**src/rtl/dram_sched.sv**
```systemverilog
module dram_sched #(
  parameter int NBANK = 4,
  parameter int ROW_W = 14,
  parameter int COL_W = 10,
  parameter int DEPTH = 8,
  parameter int T_PRE = 3,
  parameter int T_ACT = 3
) (
  input  logic                                 clk,
  input  logic                                 rst_n,
  input  logic                                 fifo_mode,
  input  logic                                 req_valid,
  output logic                                 req_ready,
  input  logic [(NBANK>1?$clog2(NBANK):1)-1:0] req_bank,
  input  logic [ROW_W-1:0]                     req_row,
  input  logic [COL_W-1:0]                     req_col,
  output logic                                 cmd_valid,
  output logic [1:0]                           cmd_op,
  output logic [(NBANK>1?$clog2(NBANK):1)-1:0] cmd_bank,
  output logic [ROW_W-1:0]                     cmd_row,
  output logic [COL_W-1:0]                     cmd_col,
  output logic                                 done_valid,
  output logic [(DEPTH>1?$clog2(DEPTH):1)-1:0] done_tag
);
  localparam int BW = NBANK > 1 ? $clog2(NBANK) : 1;
  localparam int QW = DEPTH > 1 ? $clog2(DEPTH) : 1;
  localparam int CW = $clog2(DEPTH + 1);
  localparam int TM = T_PRE > T_ACT ? T_PRE : T_ACT;
  localparam int TW = $clog2(TM + 1);
  localparam logic [1:0] OP_PRE = 2'd1, OP_ACT = 2'd2, OP_COL = 2'd3;

  logic [BW-1:0]    q_bank [DEPTH], n_bank [DEPTH];
  logic [ROW_W-1:0] q_row  [DEPTH], n_row  [DEPTH];
  logic [COL_W-1:0] q_col  [DEPTH], n_col  [DEPTH];
  logic [QW-1:0]    q_tag  [DEPTH], n_tag  [DEPTH];
  logic [CW-1:0]    count, wpos;
  logic [QW-1:0]    tag_ctr;

  logic [NBANK-1:0] bank_open;
  logic [ROW_W-1:0] open_row [NBANK];
  logic [TW-1:0]    timer    [NBANK];

  logic [NBANK-1:0] b_ok, b_hit;
  logic [QW-1:0]    b_idx [NBANK];
  logic             win_f, retire, accept;
  logic [BW-1:0]    win_b;
  logic [QW-1:0]    w_idx;

  always_comb begin
    for (int b = 0; b < NBANK; b++) begin
      logic any_f, hit_f;
      logic [QW-1:0] any_i, hit_i;
      any_f = 1'b0; hit_f = 1'b0; any_i = '0; hit_i = '0;
      for (int i = 0; i < DEPTH; i++) begin
        if (CW'(i) < count && q_bank[i] == BW'(b) && (!fifo_mode || i == 0)) begin
          if (!any_f) begin any_f = 1'b1; any_i = QW'(i); end
          if (!hit_f && bank_open[b] && q_row[i] == open_row[b]) begin
            hit_f = 1'b1; hit_i = QW'(i);
          end
        end
      end
      b_ok[b]  = any_f && timer[b] == '0;
      b_hit[b] = hit_f;
      b_idx[b] = hit_f ? hit_i : any_i;
    end
  end

  always_comb begin
    win_f = 1'b0; win_b = '0;
    for (int b = 0; b < NBANK; b++)
      if (!win_f && b_ok[b] && b_hit[b]) begin win_f = 1'b1; win_b = BW'(b); end
    for (int b = 0; b < NBANK; b++)
      if (!win_f && b_ok[b]) begin win_f = 1'b1; win_b = BW'(b); end
  end

  assign w_idx      = b_idx[win_b];
  assign cmd_valid  = win_f;
  assign cmd_op     = !win_f ? 2'd0 : b_hit[win_b] ? OP_COL : bank_open[win_b] ? OP_PRE : OP_ACT;
  assign cmd_bank   = win_b;
  assign cmd_row    = cmd_op == OP_PRE ? open_row[win_b] : q_row[w_idx];
  assign cmd_col    = q_col[w_idx];
  assign retire     = cmd_op == OP_COL;
  assign done_valid = retire;
  assign done_tag   = q_tag[w_idx];
  assign req_ready  = count < CW'(DEPTH);
  assign accept     = req_valid && req_ready;
  assign wpos       = count - CW'(retire);

  always_comb begin
    n_bank = q_bank; n_row = q_row; n_col = q_col; n_tag = q_tag;
    if (retire)
      for (int i = 0; i < DEPTH - 1; i++)
        if (QW'(i) >= w_idx) begin
          n_bank[i] = q_bank[i+1]; n_row[i] = q_row[i+1];
          n_col[i]  = q_col[i+1];  n_tag[i] = q_tag[i+1];
        end
    if (accept) begin
      n_bank[wpos[QW-1:0]] = req_bank; n_row[wpos[QW-1:0]] = req_row;
      n_col[wpos[QW-1:0]]  = req_col;  n_tag[wpos[QW-1:0]] = tag_ctr;
    end
  end

  always_ff @(posedge clk) begin
    q_bank <= n_bank; q_row <= n_row; q_col <= n_col; q_tag <= n_tag;
    if (!rst_n) begin
      count     <= '0;
      tag_ctr   <= '0;
      bank_open <= '0;
      for (int b = 0; b < NBANK; b++) begin
        timer[b]    <= '0;
        open_row[b] <= '0;
      end
    end else begin
      count   <= count + CW'(accept) - CW'(retire);
      tag_ctr <= tag_ctr + QW'(accept);
      for (int b = 0; b < NBANK; b++) begin
        if (timer[b] != '0) timer[b] <= timer[b] - 1'b1;
        if (win_f && win_b == BW'(b)) begin
          if (cmd_op == OP_PRE) begin
            bank_open[b] <= 1'b0;
            timer[b]     <= TW'(T_PRE - 1);
          end else if (cmd_op == OP_ACT) begin
            bank_open[b] <= 1'b1;
            open_row[b]  <= q_row[w_idx];
            timer[b]     <= TW'(T_ACT - 1);
          end
        end
      end
    end
  end

  assert_no_overflow_R1: assert property (@(posedge clk) disable iff (!rst_n)
    !req_ready |=> count <= $past(count));
  assert_act_to_idle_R2: assert property (@(posedge clk) disable iff (!rst_n)
    cmd_op == OP_ACT |-> !bank_open[cmd_bank]);
  assert_pre_to_open_R2: assert property (@(posedge clk) disable iff (!rst_n)
    cmd_op == OP_PRE |-> bank_open[cmd_bank]);
  assert_pre_gap1_R3: assert property (@(posedge clk) disable iff (!rst_n)
    cmd_op == OP_PRE |=> !(cmd_valid && cmd_bank == $past(cmd_bank)));
  assert_act_gap1_R3: assert property (@(posedge clk) disable iff (!rst_n)
    cmd_op == OP_ACT |=> !(cmd_valid && cmd_bank == $past(cmd_bank)));
  assert_act_gap2_R3: assert property (@(posedge clk) disable iff (!rst_n)
    cmd_op == OP_ACT |-> ##2 !(cmd_valid && cmd_bank == $past(cmd_bank, 2)));
  assert_col_open_row_R4: assert property (@(posedge clk) disable iff (!rst_n)
    cmd_op == OP_COL |-> bank_open[cmd_bank] && open_row[cmd_bank] == cmd_row);
  assert_retire_frees_R9: assert property (@(posedge clk) disable iff (!rst_n)
    done_valid && !accept |=> count == $past(count) - 1'b1);
endmodule

```
**config.mk**
```make
export PLATFORM = sky130hd
export DESIGN_NAME = dram_sched
export DESIGN_NICKNAME = d
export VERILOG_FILES = /design/src/rtl/dram_sched.sv
export SDC_FILE = /design/constraint.sdc
export NUM_CORES = 2
export LEC_CHECK = 0
export ABC_AREA = 1
export ABC_CLOCK_PERIOD_IN_PS = 10400
export BUFFER_PORTS_ARGS = -buffer_cell sky130_fd_sc_hd__buf_2
export CORE_MARGIN = 2
export CORE_UTILIZATION = 40
export CTS_BUF_LIST = sky130_fd_sc_hd__clkbuf_4 sky130_fd_sc_hd__clkbuf_8 sky130_fd_sc_hd__clkbuf_16
export DETAILED_ROUTE_END_ITERATION = 8
export MAX_ROUTING_LAYER = met4
export SYNTH_ARGS = -nofsm -noshare
export SYNTH_HDL_FRONTEND = slang
export SYNTH_SLANG_ARGS = --single-unit
export TNS_END_PERCENT = 1
```
**constraint.sdc**
```tcl
create_clock -name clk -period 10.4 [get_ports clk]
set_input_delay 0.52 -clock clk [delete_from_list [all_inputs] [get_ports clk]]
set_output_delay 0.52 -clock clk [all_outputs]
set_load 0.02 [all_outputs]
```
==> metrics.cfg <==
[route]
routed_wl_um = 173000
ant_nets = 0
drtIter0Drc = 5266
wl_met3_um = 23100
wl_met2_um = 69500
top_layer = met4
drc = 0
wire_per_inst_um = 31.5
dr.pass1.iters = 6
vias = 34269
via_per_inst = 6.24
wl_met1_um = 64900

[cells_and_area]
multi_input_area_sq_um = 16700
layout_common_cells = nand2_1, nor2_1, nand3_1
nNetsFinal = 4637
fillers = 7376
regArea_sq_um = 7080
drive_gt1_share_pct = 7.06
final_common_cell = nand2_1
syn_to_final_growth_pct = 7.62

[global_route]
grt_pass1_vias = 31050
overflow = 0
grt_max_degree = 76
antenna_found_initial = 1
grt_pass1_wl_um = 237000
grtUsageTotal_pct = 49.4

[logic_synthesis]
syn_inst = 4679
syn_nets = 4727
synth_edf_count = 93
ys_warn_count = 0
async_reset_ff_share_pct = 0
synth.top_cell.area_share_pct = 21.3
synth_area_sq_um = 27100
ys_seq_area_share_pct = 26.1
yosys_register_bits = 307
syn_avg_cell_area_sq_um = 5.78
netlist_top_cells_area = nand2_1, dfxtp_1, edfxtp_1, nand3_1, nor2_1
synth_ff_type = dfxtp_1
synth_cell_type_count = 67
yosys.area.top_type = nand2_1

[sta]
hold_viol = 0
setup_viol = 0
setup-tns-final_ns = 0
slew_headroom_pct = 21.6
finalMaxSlewViolations = 0
period_share_pct = 79.0
fmax_mhz = 122
fin_crit_ns = 8.21
fin_skew_ns = 0.0274
worst_slew_pin_slew_ns = 1.17
rsz0062_at_grt = false

[cts]
cts_hold_buf = 0
cts_root_buf = clkbuf_16
clockBufferDepth = 3
ctsResizeCount = 0
post-cts-setup-buffers = 0
numCtsBuffers = 37
h-tree-depth = 2
tritoncts = yes
clkTransAtPathRegs_ns = 0.06
clock_sinks = 307
clock_latency_ns = 0.59

[run]
maxCapViolations = 0

[floorplanning]
design.portCount = 64
die_w_um = 264
die_y_um = 264
start_util_pct = 40.4
core_sq_um = 67000
dieArea_sq_um = 69800
row_count = 95

[setup_path]
critPathCaptureType = output pin
start_kind = register
cp_slowest_cell = edfxtp_1
crit_fanout = 18
critPathMostFrequentCell = nand2_1
crit_type = register to output pin
critPathMaxStageDelay_ns = 0.93
crit_arrival_ns = 7.69
crit_required_ns = 9.88

[min_path]
min_path_type = input pin to register

[place]
place.gp.congestion = 1.21
dpl.hpwl_um = 130000
io_buffer_count = 63

[run_status]
outcome = finished clean

## through the flow
step	setup WS [ns]	area [sq um]	utilization (%)	hold slack, ns	std cells
2_1_floorplan	4.35	27100	-	0.406	4679
6_report	2.19	29100	43.4	0.222	5493
3_3_place_gp	3.00	27900	41.6	0.474	5423
4_1_cts	2.71	29100	43.4	0.207	5491
5_1_grt	2.23	29100	43.4	0.215	5492
3_5_place_dp	2.82	27900	41.6	0.476	5423
## layer usage
layer,up-vias,track usage (%)
li1,14801,-
met1,15914,60.1
met2,2726,69.5
met3,828,14.5
met4,0,35.3
met5,-,-
## Yosys cell counts, types with 4 or more instances
| library cell | number |
|---|---|
| a21oi_1 | 94 |
| a221oi_1 | 4 |
| a31oi_1 | 62 |
| buf_1 | 11 |
| buf_2 | 146 |
| buf_4 | 27 |
| clkbuf_1 | 102 |
| clkbuf_2 | 9 |
| clkinv_1 | 5 |
| dfxtp_1 | 214 |
| edfxtp_1 | 93 |
| ha_1 | 17 |
| inv_1 | 485 |
| inv_2 | 30 |
| nand2_1 | 1536 |
| nand2_2 | 10 |
| nand3_1 | 547 |
| nand3b_1 | 26 |
| nand4_1 | 118 |
| nand4_2 | 5 |
| nor2_1 | 593 |
| nor2_2 | 9 |
| nor2_4 | 5 |
| nor3_1 | 78 |
| nor3b_1 | 10 |
| nor4_1 | 13 |
| o2111ai_1 | 12 |
| o211ai_1 | 7 |
| o21ai_0 | 154 |
| o21ai_1 | 16 |
| o22ai_1 | 34 |
| or2_2 | 6 |
| xnor2_1 | 78 |
| xor2_1 | 73 |
## kinds of logic (layout without fill, tap and decap cells)
kind of cell               count (synthesis)  after routing  share of synthesized area [%]
and+or+nand+nor                         2978           2978                           47.0
buffers and inverters                    819            758                           12.5
AOI/OAI and AO/OA                        406            406                           8.59
DFF                                      307            307                           26.1
xor gates and xnor gates                 151            151                           4.89
adders and majority gates                 18             18                          0.860
other                                      0              2                              0
## area by class of cell
type | count | share of cell area, %
antenna | 2 | 0.0172
clock buffer | 55 | 3.73
clock inverter | 13 | 0.473
inverter | 521 | 6.72
multi-input combinational | 3553 | 57.2
sequential | 307 | 24.3
tap | 873 | 3.75
timing repair buffer | 169 | 3.81
## final timing paths
check / to / cells past startpoint / slack (ns) / from
worst max-delay path: cmd_row[13] / 29 / 2.19 / open_row[0][7]$_SDFFCE_PN0P_
worst min-delay path: register / 1 / 0.22 / req_col[5]
worst max register to register: q_row[83]$_DFF_P_ / 35 / 2.34 / open_row[0][7]$_SDFFCE_PN0P_
worst min register to register: q_tag[11]$_DFF_P_ / 2 / 0.48 / q_tag[8]$_DFF_P_
## sequential cells by signal (all words and copies together), names as in the netlist, named ones only
| signal | count |
|---|---|
| bank_open | 4 |
| q_row | 98 |
| count | 4 |
| q_tag | 21 |
| open_row | 56 |
| q_col | 70 |
| timer | 8 |
| q_bank | 14 |
| tag_ctr | 3 |
## worst max-delay path, delay by kind of cell (launching register included)
| family | cells | cell delay, ns |
|---|---|---|
| AND/OR/NAND/NOR | 22 | 3.77 |
| AO/OA/AOI/OAI | 1 | 0.12 |
| buffers and inverters | 6 | 2.21 |
| flip-flops | 1 | 0.93 |
Power is not shown: default switching activity piles up to over one toggle a cycle in this logic, so the estimate is an artifact.
